### src/rtl/awf_pkg.sv
package awf_pkg;
  typedef enum logic [1:0] {
    FR_IDLE  = 2'd0,
    FR_START = 2'd1,
    FR_DATA  = 2'd2,
    FR_STOP  = 2'd3
  } fr_state_t;
endpackage

### src/rtl/awf_rx_front.sv
// Input front end: resynchronisation chain, fall detector and carrier gating.
module awf_rx_front #(
  parameter int SYNC_STAGES = 1
) (
  input  logic clk,
  input  logic rst,
  input  logic rx_in,
  input  logic carrier_ok,
  output logic rx_bit,
  output logic rx_fall,
  output logic data_out
);
  logic [SYNC_STAGES-1:0] sync_q;
  logic                   prev_q;
  logic                   data_q;

  genvar gi;
  generate
    for (gi = 0; gi < SYNC_STAGES; gi++) begin : g_sync
      if (gi == 0) begin : g_first
        always_ff @(posedge clk) begin
          if (rst) sync_q[0] <= 1'b1;
          else     sync_q[0] <= rx_in;
        end
      end else begin : g_chain
        always_ff @(posedge clk) begin
          if (rst) sync_q[gi] <= 1'b1;
          else     sync_q[gi] <= sync_q[gi-1];
        end
      end
    end
  endgenerate

  assign rx_bit = sync_q[SYNC_STAGES-1];

  always_ff @(posedge clk) begin
    if (rst) begin
      prev_q <= 1'b1;
      data_q <= 1'b1;
    end else begin
      prev_q <= rx_bit;
      data_q <= carrier_ok ? rx_bit : 1'b1;
    end
  end

  assign rx_fall  = prev_q & ~rx_bit;
  assign data_out = data_q;
endmodule

### src/rtl/awf_frame_ctl.sv
// Frame controller: bit phase counter, bit index and word state.
module awf_frame_ctl
  import awf_pkg::*;
#(
  parameter int BIT_DIV = 2976,
  parameter int N_BITS  = 8,
  localparam int PH_W   = $clog2(BIT_DIV),
  localparam int IDX_W  = (N_BITS > 1) ? $clog2(N_BITS) : 1
) (
  input  logic             clk,
  input  logic             rst,
  input  logic             rx_bit,
  input  logic             rx_fall,
  output fr_state_t        state,
  output logic [PH_W-1:0]  phase,
  output logic [IDX_W-1:0] idx
);
  localparam logic [PH_W-1:0]  PH_HALF = PH_W'(BIT_DIV / 2);
  localparam logic [PH_W-1:0]  PH_LAST = PH_W'(BIT_DIV - 1);
  localparam logic [IDX_W-1:0] IX_LAST = IDX_W'(N_BITS - 1);

  logic bit_end;
  assign bit_end = (phase == PH_LAST);

  always_ff @(posedge clk) begin
    if (rst) begin
      state <= FR_IDLE;
      phase <= '0;
      idx   <= '0;
    end else begin
      case (state)
        FR_IDLE: begin
          phase <= '0;
          idx   <= '0;
          if (rx_fall) state <= FR_START;
        end
        FR_START: begin
          if (phase == PH_HALF && rx_bit) begin
            state <= FR_IDLE;
            phase <= '0;
          end else if (bit_end) begin
            state <= FR_DATA;
            phase <= '0;
          end else begin
            phase <= phase + 1'b1;
          end
        end
        FR_DATA: begin
          if (bit_end) begin
            phase <= '0;
            if (idx == IX_LAST) state <= FR_STOP;
            else                idx   <= idx + 1'b1;
          end else begin
            phase <= phase + 1'b1;
          end
        end
        FR_STOP: begin
          if (phase == PH_HALF) begin
            state <= FR_IDLE;
            phase <= '0;
          end else begin
            phase <= phase + 1'b1;
          end
        end
        default: state <= FR_IDLE;
      endcase
    end
  end
endmodule

### src/rtl/awf_strobe_gen.sv
// Strobe generator: registered clock burst and end-of-word ready strobe.
module awf_strobe_gen
  import awf_pkg::*;
#(
  parameter int BIT_DIV = 2976,
  parameter int N_BITS  = 8,
  localparam int PH_W   = $clog2(BIT_DIV),
  localparam int IDX_W  = (N_BITS > 1) ? $clog2(N_BITS) : 1
) (
  input  logic             clk,
  input  logic             rst,
  input  fr_state_t        state,
  input  logic [PH_W-1:0]  phase,
  input  logic [IDX_W-1:0] idx,
  input  logic             rx_fall,
  output logic             dclk_out,
  output logic             rdy_n
);
  localparam logic [PH_W-1:0]  PH_HALF = PH_W'(BIT_DIV / 2);
  localparam logic [PH_W-1:0]  PH_RDY  = PH_W'(BIT_DIV / 2 + 1);
  localparam logic [PH_W-1:0]  HOLD_END = PH_W'(BIT_DIV / 2 - 1);
  localparam logic [IDX_W-1:0] IX_LAST = IDX_W'(N_BITS - 1);

  logic            dclk_q;
  logic            rdy_q;
  logic [PH_W-1:0] hold_cnt;
  logic            pulse_low;
  logic            rdy_set;

  assign pulse_low = (state == FR_DATA) && (phase < PH_HALF);
  assign rdy_set   = (state == FR_DATA) && (idx == IX_LAST) && (phase == PH_RDY);

  always_ff @(posedge clk) begin
    if (rst) dclk_q <= 1'b1;
    else     dclk_q <= ~pulse_low;
  end

  always_ff @(posedge clk) begin
    if (rst) begin
      rdy_q    <= 1'b1;
      hold_cnt <= '0;
    end else if (rdy_set) begin
      rdy_q    <= 1'b0;
      hold_cnt <= '0;
    end else if (!rdy_q) begin
      if (rx_fall || hold_cnt == HOLD_END) rdy_q <= 1'b1;
      else                                 hold_cnt <= hold_cnt + 1'b1;
    end
  end

  assign dclk_out = dclk_q;
  assign rdy_n    = rdy_q;
endmodule

### src/rtl/async_word_framer.sv
// Top: serial word framer producing gated data, mid-bit clock burst and ready strobe.
module async_word_framer
  import awf_pkg::*;
#(
  parameter int BIT_DIV     = 2976,
  parameter int N_BITS      = 8,
  parameter int SYNC_STAGES = 1,
  localparam int PH_W       = $clog2(BIT_DIV),
  localparam int IDX_W      = (N_BITS > 1) ? $clog2(N_BITS) : 1
) (
  input  logic clk,
  input  logic rst,
  input  logic rx_in,
  input  logic carrier_ok,
  output logic data_out,
  output logic dclk_out,
  output logic rdy_n
);
  logic             rx_bit;
  logic             rx_fall;
  fr_state_t        fr_state;
  logic [PH_W-1:0]  fr_phase;
  logic [IDX_W-1:0] fr_idx;

  awf_rx_front #(.SYNC_STAGES(SYNC_STAGES)) u_front (
    .clk(clk), .rst(rst), .rx_in(rx_in), .carrier_ok(carrier_ok),
    .rx_bit(rx_bit), .rx_fall(rx_fall), .data_out(data_out)
  );

  awf_frame_ctl #(.BIT_DIV(BIT_DIV), .N_BITS(N_BITS)) u_ctl (
    .clk(clk), .rst(rst), .rx_bit(rx_bit), .rx_fall(rx_fall),
    .state(fr_state), .phase(fr_phase), .idx(fr_idx)
  );

  awf_strobe_gen #(.BIT_DIV(BIT_DIV), .N_BITS(N_BITS)) u_strobe (
    .clk(clk), .rst(rst), .state(fr_state), .phase(fr_phase), .idx(fr_idx),
    .rx_fall(rx_fall), .dclk_out(dclk_out), .rdy_n(rdy_n)
  );
endmodule

### config.mk
export PLATFORM = sky130hd
export DESIGN_NAME = async_word_framer
export DESIGN_NICKNAME = d
export VERILOG_FILES = /design/src/rtl/awf_pkg.sv /design/src/rtl/awf_rx_front.sv /design/src/rtl/awf_frame_ctl.sv /design/src/rtl/awf_strobe_gen.sv /design/src/rtl/async_word_framer.sv
export SDC_FILE = /design/constraint.sdc
export NUM_CORES = 1
export LEC_CHECK = 0
export BUFFER_PORTS_ARGS = -buffer_cell sky130_fd_sc_hd__buf_2
export CAP_MARGIN = 20
export CORE_ASPECT_RATIO = 0.7
export CORE_MARGIN = 8
export CORE_UTILIZATION = 45
export DETAILED_ROUTE_END_ITERATION = 10
export SLEW_MARGIN = 10
export SYNTH_ARGS = -nofsm -noshare
export SYNTH_HDL_FRONTEND = slang
export SYNTH_SLANG_ARGS = --single-unit
export TNS_END_PERCENT = 20
### constraint.sdc
create_clock -name clk -period 2.31 [get_ports clk]
set_input_delay 0.3465 -clock clk [delete_from_list [all_inputs] [get_ports clk]]
set_output_delay 0.3465 -clock clk [all_outputs]
set_load 0.01 [all_outputs]
; After elaboration in Yosys (flattened, before gate mapping)
; Index checks and enable logic that the tools add are counted.
[op_classes]
eq_ne = 14
reduce_logical = 12
bitwise = 6
n_mux = 17
addsub = 3
n_lt_le_gt_ge = 1
[ops]
columns = op, count
row1 = one-hot mux 12 bit (4 select lines), 1
row2 = "equality test 12 x 11 -> 1 bit, second input constant", 3
row3 = 2-to-1 mux 12 bit, 3
row4 = "adder 12 x 1 -> 12 bit, second input constant", 2
row5 = "equality test 12 bit, second input constant", 1
row6 = "less-than comparator 12 x 11 -> 1 bit, second input constant", 1
row7 = 2-to-1 mux 2 bit, 6
row8 = "inequality test 2 x 1 -> 1 bit, second input constant", 4
row9 = one-hot mux 2 bit (4 select lines), 1
row10 = 2-to-1 mux 3 bit, 2
row11 = one-hot mux 3 bit (2 select lines), 1
row12 = NOT 1 bit, 5
row13 = AND reduction 5 bit, 1
row14 = "equality test 2 bit, second input constant", 2
row15 = logical AND 1 bit, 4
row16 = OR reduction 2 bit, 2
row17 = "adder 3 x 1 -> 3 bit, second input constant", 1
row18 = "equality test 3 bit, second input constant", 1
row19 = 2-to-1 mux 1 bit, 3
row20 = "inequality test 3 x 1 -> 1 bit, second input constant", 1
row21 = AND reduction 3 bit, 1
row22 = "equality test 2 x 1 -> 1 bit, second input constant", 1
row23 = logical NOT 2 bit, 1
row24 = "inequality test 2 bit, second input constant", 1
row25 = 4 further kinds, 4
[totals]
wordCells = 62
ff_bits = 34
in_bits = 4

; Longest topological paths before layout
; Gate-level depths: netlist of run 1.
[logic_depth]
ltp_word = 6
depth_mapped = 7
ltp_nobuf = 6

; By module
; From an unflattened synthesis of run 1, not the netlist that was laid out.
[hier_totals]
hier_cells = 194
area_unflattened_um2 = 1789.2
[modules_own_cells]
columns = mod, seq_area_each_um2, cells_per_inst, instances, area_each_um2
row1 = awf_frame_ctl, 340.3, 107, 1, 972.2
row2 = awf_strobe_gen, 280.3, 80, 1, 726.9
row3 = awf_rx_front, 60.1, 7, 1, 90.1

; Worst setup path before layout of run 1
; No wires, ideal clock.
[synth_timing]
path_type = reg2reg
startpoint = register u_strobe.hold_cnt[1]
endpoint = register u_strobe.hold_cnt[10]
arrival_time_ns = 1.534
slack_ns = 0.706
path_stages_with_launch = 6
cell_sequence = dfxtp_1 > ha_1 > nand3_1 > or4_4 > or3_1 > a21oi_1
[synth_via]
elab_chain_cells = 4
word_cells_on_any_way = 5
[synth_lines]
columns = element, line
row1 = from (decl), awf_strobe_gen.sv:26  ; logic [PH_W-1:0] hold_cnt;
row2 = from (signal assigned), awf_strobe_gen.sv:47  ; else hold_cnt <= hold_cnt + 1'b1;
row3 = "parallel branches: the longest is 4 deep, another holds adder 12 x 1 -> 12 bit", n/a
; Several ways; the timed one is not identified.
; A chain may end at the register's enable or synchronous reset.

; Worst setup path in the final report of run 1
[layout_timing]
startpoint = register u_ctl.phase[5]
endpoint = register u_ctl.phase[1]
[layout_via]
elab_chain_cells = 4
word_cells_on_any_way = 7
[layout_lines]
columns = element, line
row1 = from (decl), awf_frame_ctl.sv:15  ; output logic [PH_W-1:0] phase,
row2 = from (signal assigned), awf_frame_ctl.sv:45  ; phase <= phase + 1'b1;
row3 = from (signal assigned), awf_frame_ctl.sv:54  ; phase <= phase + 1'b1;
row4 = from (signal assigned), awf_frame_ctl.sv:62  ; phase <= phase + 1'b1;
row5 = equality test 12 bit / equality test 12 x 11 -> 1 bit (equally long branches), "awf_frame_ctl.sv:23, awf_frame_ctl.sv:38, awf_frame_ctl.sv:58"
row6 = 2-to-1 mux 12 bit / logical AND 1 bit (equally long branches), "awf_frame_ctl.sv:41, awf_frame_ctl.sv:49, awf_frame_ctl.sv:38"
row7 = 2-to-1 mux 12 bit, awf_frame_ctl.sv:38  ; if (phase == PH_HALF && rx_bit) begin
row8 = one-hot mux 12 bit (4 select lines) *, awf_frame_ctl.sv:31  ; case (state)
; Mark *: on every way between the ends. The rest lies on a longest branch, timed or not.

==> results.yml, run 1 <==
outcome:
  status: "completed"
logic_synthesis:
  synth_nets: 198
  avgSynthCellArea_um2: 8.94
  synth-edff-count: 0
  yosysSeqAreaShare_pct: 40.5
  syn_area_um2: 1680
  yosysWarnings: 0
  netlist-cell-type-count: 49
  synth-async-reset-ratio_pct: 0
  synth_seq_cells: 34
  synth_flop_cell: "dfxtp_1"
  synth_cells: 188
setup_path:
  crit_arrival_ps: 2050
  worstSetupEndpointType: "flip-flop"
  r2r_slack_ps: 380
  reg2regPathDepth: 4
  crit_start: "u_ctl.phase[5]"
  r2r-start: "u_ctl.phase[5]"
  r2r-end: "u_ctl.phase[1]"
  path_max_fanout: 12
  start_kind: "flip-flop"
  worstPathRequired_ps: 2440
  critPathKind: "flip-flop to flip-flop"
sta:
  relSlewSlack_pct: 63.8
  fin_crit_sh_pct: 83.4
  fin_worst_skew_ps: 3.72
  setup_viol: 0
  rsz0062_at_grt: "false"
  setup_slack_ps: 383
  worst_slew_pin_slew_ps: 542
  hold_viol_final: 0
  clock.fmax_ghz: 0.519
  fin_crit_ps: 1930
  slew_violations: 0
  setup_tns_ps: 0
layout:
  final_cell_mix: "dfxtp_1 (34), a21oi_1 (23), nand2_1 (12)"
  diodes: 0
  area_delta_synth_final_pct: 7.45
  drive_gt1_share_pct: 13.5
  nets: 202
  layout_commonest_cell: "dfxtp_1"
  fillCellCount: 351
place:
  place_ws_ps: 429
  dp_hpwl_um: 2380
  gp_congestion: 0.803
  place.port_buffers: 6
worst_hold_path:
  hold_path.startpoint: "rx_in"
  holdPathEnd: "u_front.rx_bit"
  min_path_type: "input port to flip-flop"
  hold_depth: 2
floorplan:
  start_util_pct: 47.2
  rows: 18
  pin_count: 7
  dieArea_um2: 5980
  core_area_um2: 3560
  die_x_um: 89.0
  dieHeight_um: 67.1
grt:
  grtUsageTotal_pct: 12.2
  grt_pass1_wl_um: 5690
  gr-total-overflow: 0
  antenna_found_initial: 0
  grt_pass1_vias: 1232
  grt_max_degree: 14
clocking:
  postCtsSetupBuffers: 0
  htreeDepth: 2
  clk_latency_ps: 280
  cts_root_buf: "clkbuf_8"
  path_clk_slew_ps: 70
  clock_path_buffers: 2
  cts_made_buffers: 5
  clock-sinks: 34
  cts_hold_buf: 0
  cts_resized: 0
  cts_tree: "built"
drt:
  drt_wl_total_um: 3330
  postRouteAntennaNets: 0
  drtIter0Drc: 109
  remaining_drc_errors: 0
  wl_per_cell_um: 13.8
  via_count: 1401
  drt_first_pass_iters: 4
  viasPerCell: 5.79
flow_run:
  drv_cap: 0
power_and_ir_drop:
  p_comb_share_pct: 2.8
  pwr-share-seq_pct: 57.8
  leakage_uw: 0.000600
  p_clk_share_pct: 39.4
  internal_power_uw: 808
  pwr_density_cell_nw_per_um2: 571
  power_switching_uw: 222
  p_sw_share_pct: 21.6
  peakVddDrop_uv: 357
## flip-flops by register name (all words and copies together), names as in the netlist, named ones only
signal / cells
u_front.prev_q: 1
u_strobe.rdy_n: 1
u_ctl.idx: 3
u_ctl.phase: 12
u_front.data_out: 1
u_strobe.hold_cnt: 12
u_ctl.state: 1
u_strobe.dclk_out: 1
u_front.rx_bit: 1
## Yosys cell counts (2+ instances only)
| cell type | instances | area, um2 |
|---|---|---|
| a32o_1 | 2 | 20.0 |
| a21oi_1 | 23 | 115 |
| buf_4 | 2 | 15.0 |
| nor2_1 | 2 | 7.51 |
| ha_1 | 6 | 75.1 |
| o31ai_1 | 4 | 30.0 |
| or2_2 | 2 | 12.5 |
| nand2b_1 | 2 | 12.5 |
| or3_1 | 6 | 37.5 |
| xnor2_1 | 2 | 17.5 |
| or4_1 | 4 | 30.0 |
| and3_1 | 4 | 25.0 |
| nand4_1 | 8 | 50.1 |
| clkbuf_1 | 3 | 11.3 |
| or4_4 | 2 | 22.5 |
| nand3_1 | 10 | 50.1 |
| buf_2 | 5 | 25.0 |
| and4b_1 | 2 | 20.0 |
| xor2_1 | 8 | 70.1 |
| o22ai_1 | 2 | 12.5 |
| o21ai_0 | 11 | 55.1 |
| nand2_1 | 12 | 45.0 |
| nor3b_1 | 2 | 15.0 |
| dfxtp_1 | 34 | 681 |
| inv_1 | 6 | 22.5 |
## logic make-up after synthesis
group | Yosys count | synth area share (%)
flops | 34 | 40.5
buf+inv | 17 | 4.62
fa+ha+maj | 6 | 4.47
simple gates | 68 | 26.1
compound gates | 53 | 19.1
xor+xnor | 10 | 5.21
## worst max-delay path by stage
stage          depth (start not counted)                    end  slack, ps
5_1_grt                                4         u_ctl.phase[1]        200
2_1_floorplan                          5  u_strobe.hold_cnt[10]        710
6_report                               4         u_ctl.phase[1]        380
3_3_place_gp                           4        u_ctl.phase[11]        520
4_1_cts                                4         u_ctl.phase[1]        410
3_5_place_dp                           4         u_ctl.phase[1]        430
## cell type report
class,count,area [um2],share of cell area (%)
Multi-Input combinational cell,137,922,51.1
Sequential cell,34,681,37.7
Clock buffer,7,76.3,4.23
Tap cell,50,62.6,3.47
Timing Repair Buffer,7,37.5,2.08
Inverter,7,26.3,1.46
## power groups by stage
| stage | combinational, uW | sequential, uW | clock (uW) |
|---|---|---|---|
| 2_1_floorplan | 22.0 | 606 | 0 |
| 3_3_place_gp | 28.4 | 608 | 0 |
| 3_5_place_dp | 28.7 | 609 | 0 |
| 4_1_cts | 28.8 | 595 | 420 |
| 5_1_grt | 32.4 | 596 | 453 |
| 6_report | 28.7 | 596 | 406 |
## per-stage QoR
stage | utilization, % | area (um2) | power (uW) | std cells | hold slack (ps)
2_1_floorplan | - | 1680 | 628 | 188 | 416
3_3_place_gp | 48.6 | 1730 | 637 | 235 | 475
3_5_place_dp | 48.6 | 1730 | 637 | 235 | 483
4_1_cts | 50.7 | 1810 | 1040 | 242 | 243
5_1_grt | 50.7 | 1810 | 1080 | 242 | 250
6_report | 50.7 | 1810 | 1030 | 242 | 254
## worst max-delay path, stage by stage (launching register included)
cell and delay [ps]:
dfxtp_1 420, nor4b_2 360, nand4_1 270, o211ai_2 530, a21boi_0 190
## routing by layer
layer	wire [um]	up-vias	GRT usage, %
met3	161	4	3.69
met1	1830	659	17.3
li1	-	709	-
met5	0	-	0
met4	29	0	4.95
met2	1300	29	16.4
(Power assumes the default switching activity.)
==> inputs of run 2 (changes only) <==
==> constraint.sdc (replaced) <==
create_clock -name clk -period 1.7 [get_ports clk]
set_input_delay 0.255 -clock clk [delete_from_list [all_inputs] [get_ports clk]]
set_output_delay 0.255 -clock clk [all_outputs]
set_load 0.01 [all_outputs]
==> run 2 against run 1 <==
  * Via count rose by 4.4%
  * Die area did not move
  * Clock power rose by 80%
  * Flip-flop and latch count did not move
  * Largest power group unchanged
  * Final cell count rose by 7.0%
  * Combinational power rose by 91%
==> results.yml, run 2 (synthesis results as in run 1) <==
layout:
  area_delta_synth_final_pct: 21.2
  final_cell_mix: "dfxtp_1 (27), a21oi_1 (21), buf_4 (16)"
  drive_gt1_share_pct: 28.2
  fin_area_um2: 2040
  top_regs: "u_ctl.phase: 12 flops, u_strobe.hold_cnt: 12 flops, u_ctl.idx: 3 flops"
  fillCellCount: 323
  layout_commonest_cell: "dfxtp_1"
  nets: 218
  diodes: 0
clocking:
  clock_path_buffers: 2
  cts_hold_buf: 0
  htreeDepth: 2
  cts_made_buffers: 5
  path_clk_slew_ps: 70
  cts_root_buf: "clkbuf_8"
  clock-sinks: 34
  cts_tree: "built"
  clk_latency_ps: 290
place:
  place_ws_ps: -34.5
  place_area_um2: 1850
  place.port_buffers: 6
  gp_congestion: 0.810
  dp_hpwl_um: 2650
drt:
  drt_wl_total_um: 3730
  remaining_drc_errors: 0
  drt_first_pass_iters: 4
  viasPerCell: 5.65
  wl_per_cell_um: 14.4
  postRouteAntennaNets: 0
  via_count: 1463
  drtIter0Drc: 103
floorplan:
  start_util_pct: 47.2
  core_area_um2: 3560
  pin_count: 7
  dieArea_um2: 5980
  rows: 18
  die_x_um: 89.0
  dieHeight_um: 67.1
sta:
  relSlewSlack_pct: 74.0
  clock.fmax_ghz: 0.600
  setup_slack_ps: 32.9
  worst_slew_pin_slew_ps: 381
  fin_crit_ps: 1670
  fin_worst_skew_ps: 9.58
  whs_ps: 148
  fin_crit_sh_pct: 98.1
  slew_violations: 0
  setup_viol: 0
  rsz0062_at_grt: "true"
  hold_viol_final: 0
setup_path:
  setup.worst_path.end: "u_strobe.hold_cnt[8]"
  r2r-start: "u_strobe.hold_cnt[1]"
  r2r_slack_ps: 30
  crit_start: "u_strobe.hold_cnt[1]"
  path_max_fanout: 5
  start_kind: "flip-flop"
  worstSetupEndpointType: "flip-flop"
  r2r-end: "u_strobe.hold_cnt[8]"
  reg2regPathDepth: 5
  critPathKind: "flip-flop to flip-flop"
  worstPathRequired_ps: 1920
  crit_arrival_ps: 1890
power_and_ir_drop:
  leakage_uw: 0.000698
  p_total_uw: 1580
  pwr_density_cell_nw_per_um2: 778
  peakVddDrop_uv: 397
worst_hold_path:
  hold_path.startpoint: "rx_in"
  hold_depth: 2
  min_path_type: "input port to flip-flop"
grt:
  gr-usage-met1_pct: 20.3
  use_met3_pct: 4.55
  antenna_found_initial: 0
  met2_usage_pct: 18.1
  grtUsageTotal_pct: 13.9
  grt_pass1_wl_um: 6380
  busiest_layer: "met1"
  gr-total-overflow: 0
  grt_max_degree: 12
  grt_pass1_vias: 1355
outcome:
  status: "completed"
flow_run:
  drv_cap: 0
-- run 2: what timing repair did --
item / CTS / global route
pin swaps: 0 / 5
setup endpoints to repair: 3 / 12
resized for setup: 3 / 20
buffers inserted: 0 / 1
-- run 2: metrics by stage --
step / utilization (%) / setup TNS [ps] / cells
after floorplan: - / 0 / 188
after global placement: 52.1 / 0 / 250
after detailed placement: 52.1 / -63.5 / 250
after CTS: 55.3 / 0 / 258
after global routing: 57.2 / -59.9 / 259
final: 57.2 / 0 / 259
-- run 2: worst min path at each step --
| stage | slack, ps | to |
|---|---|---|
| after floorplan | 320 | u_ctl.idx[0] |
| after global placement | 440 | u_front.rx_bit |
| after detailed placement | 450 | u_front.rx_bit |
| after CTS | 150 | u_front.rx_bit |
| after global routing | 140 | u_front.rx_bit |
| final | 150 | u_front.rx_bit |
-- run 2: critical path, stage by stage, from the launching register on --
cell and delay [ps]:
dfxtp_4 380, ha_4 150, nand3_4 90, or4_4 520, or3_4 340, a21oi_2 110
-- run 2: metal layers --
layer	share of wire, %	vias to the layer above
li1	-	740
met2	40	34
met3	6.1	8
met5	0	-
met1	52	681
met4	1.6	0
-- run 2: power breakdown --
group / total, uW / leakage, uW / switching [uW] / internal, uW
registers: 800 / 0.000279 / 4.81 / 795
logic: 54.7 / 0.000367 / 30.3 / 24.4
clock network: 730 / 0.0000524 / 291 / 439
total: 1580 / 0.000698 / 326 / 1260
-- run 2: layout make-up --
cell class | count | area, um2 | area share (%)
Clock inverter | 1 | 30.0 | 1.47
Tap cell | 50 | 62.6 | 3.07
Inverter | 7 | 26.3 | 1.29
Clock buffer | 7 | 76.3 | 3.75
Timing Repair Buffer | 23 | 170 | 8.35
Sequential cell | 34 | 702 | 34.5
Multi-Input combinational cell | 137 | 970 | 47.6
==> inputs of run 3 (changes only) <==
==> constraint.sdc (replaced) <==
create_clock -name clk -period 2 [get_ports clk]
set_input_delay 0.3 -clock clk [delete_from_list [all_inputs] [get_ports clk]]
set_output_delay 0.3 -clock clk [all_outputs]
set_load 0.01 [all_outputs]
==> run 3 against run 2 <==
  * Clock-buffer cell count stayed put
  * Sequential share of layout area is 2.4 points higher
  * Design area is 9.5% lower
  * Power is 22% lower
  * Critical endpoint is now u_ctl.idx[0]
  * Critical path depth stayed put
  * Flip-flop and latch count stayed put
  * Maximum frequency is 11% lower
  * Sequential power is 14% lower
  * Register-to-register slack better by 90 ps
  * Largest cell class unchanged
  * Die area stayed put
  * Global-route usage is 1.4 points lower
  * Worst hold slack better by 62 ps
==> results.yml, run 3 (synthesis results as in run 1) <==
outcome:
  status: "completed"
power_and_ir_drop:
  peakVddDrop_uv: 465
  pwr_density_cell_nw_per_um2: 667
  p_comb_share_pct: 2.8
  internal_power_uw: 972
  p_sw_share_pct: 21.0
  leakage_uw: 0.000630
  power_switching_uw: 258
  pwr-share-seq_pct: 56.0
  p_clk_share_pct: 41.2
drt:
  viasPerCell: 5.83
  postRouteAntennaNets: 0
  drt_wl_total_um: 3460
  drt_first_pass_iters: 4
  wl_per_cell_um: 14.1
  via_count: 1428
  drtIter0Drc: 95
  remaining_drc_errors: 0
floorplan:
  start_util_pct: 47.2
  die_x_um: 89.0
  core_area_um2: 3560
  rows: 18
  dieArea_um2: 5980
  pin_count: 7
  dieHeight_um: 67.1
setup_path:
  r2r_slack_ps: 130
  crit_start: "u_ctl.phase[0]"
  r2r-start: "u_ctl.phase[0]"
  crit_arrival_ps: 2080
  setup.worst_path.end: "u_ctl.idx[0]"
  r2r-end: "u_ctl.idx[0]"
  start_kind: "flip-flop"
  worstPathRequired_ps: 2210
  worstSetupEndpointType: "flip-flop"
  critPathKind: "flip-flop to flip-flop"
  path_max_fanout: 7
  reg2regPathDepth: 5
grt:
  grt_max_degree: 14
  antenna_found_initial: 0
  gr-total-overflow: 0
  grt_pass1_wl_um: 5870
  grt_pass1_vias: 1289
  grtUsageTotal_pct: 12.6
sta:
  clock.fmax_ghz: 0.534
  slew_violations: 0
  fin_crit_sh_pct: 93.7
  setup_viol: 0
  fin_worst_skew_ps: 5.17
  hold_viol_final: 0
  setup_tns_ps: 0
  fin_crit_ps: 1870
  worst_slew_pin_slew_ps: 562
  rsz0062_at_grt: "false"
  relSlewSlack_pct: 62.4
clocking:
  clock-sinks: 34
  cts_hold_buf: 0
  postCtsSetupBuffers: 0
  cts_tree: "built"
  path_clk_slew_ps: 70
  cts_made_buffers: 5
  htreeDepth: 2
  clock_path_buffers: 2
  cts_root_buf: "clkbuf_8"
  clk_latency_ps: 270
  cts_resized: 0
layout:
  final_cell_mix: "dfxtp_1 (34), a21oi_1 (23), nand2_1 (12)"
  area_delta_synth_final_pct: 9.75
  final_core_util_pct: 51.8
  layout_commonest_cell: "dfxtp_1"
  diodes: 0
  fillCellCount: 351
  drive_gt1_share_pct: 15.4
  nets: 204
  top_regs: "u_ctl.phase: 12 flops, u_strobe.hold_cnt: 12 flops, u_ctl.idx: 3 flops"
worst_hold_path:
  hold_path.startpoint: "rx_in"
  min_path_type: "input port to flip-flop"
flow_run:
  drv_cap: 0
place:
  place.port_buffers: 6
  gp_congestion: 0.822
  dp_hpwl_um: 2610
-- run 3: per-layer routing --
layer | global-route usage (%) | wire length (um) | vias up
met3 | 3.93 | 208 | 6
met5 | 0 | 0 | -
li1 | - | - | 716
met1 | 17.0 | 1790 | 661
met4 | 5.15 | 55 | 0
met2 | 18.0 | 1410 | 45
-- run 3: cell type report --
cell class | count | area, um2 | share of cell area, %
multi-input combinational | 137 | 931 | 50.5
sequential | 34 | 681 | 36.9
clock buffer | 7 | 86.3 | 4.68
tap | 50 | 62.6 | 3.39
timing repair buffer | 9 | 52.6 | 2.85
inverter | 7 | 26.3 | 1.42
clock inverter | 1 | 5.00 | 0.271
-- run 3: power groups by stage --
stage          clock [uW]  sequential, uW  combinational [uW]
6_report              507             688                34.5
3_3_place_gp            0             703                32.2
2_1_floorplan           0             700                25.4
4_1_cts               520             688                33.2
5_1_grt               556             689                37.5
3_5_place_dp            0             703                33.0
-- run 3: worst max-delay path, cell delays in order (launching register included) --
cell     delay, ps
dfxtp_1        400
ha_1           230
and4_1         360
nand3_1        220
or4_1          460
a21oi_1        140
-- run 3: worst min-delay path by stage --
| stage | end | cells after the start |
|---|---|---|
| global placement | u_ctl.phase[0] | 1 |
| CTS | u_front.rx_bit | 2 |
| global route | u_front.rx_bit | 2 |
| floorplan | u_ctl.idx[0] | 1 |
| detailed placement | u_ctl.phase[0] | 1 |
| finish | u_front.rx_bit | 2 |
-- run 3: per-stage QoR --
| stage | cell area [um2] | hold slack (ps) | setup slack, ps | cells | power, uW |
|---|---|---|---|---|---|
| floorplan | 1680 | 369 | 396 | 188 | 725 |
| global placement | 1740 | 473 | 166 | 237 | 735 |
| detailed placement | 1740 | 488 | 197 | 237 | 736 |
| CTS | 1840 | 208 | 182 | 245 | 1240 |
| global route | 1840 | 203 | 28.5 | 245 | 1280 |
| finish | 1840 | 210 | 126 | 245 | 1230 |
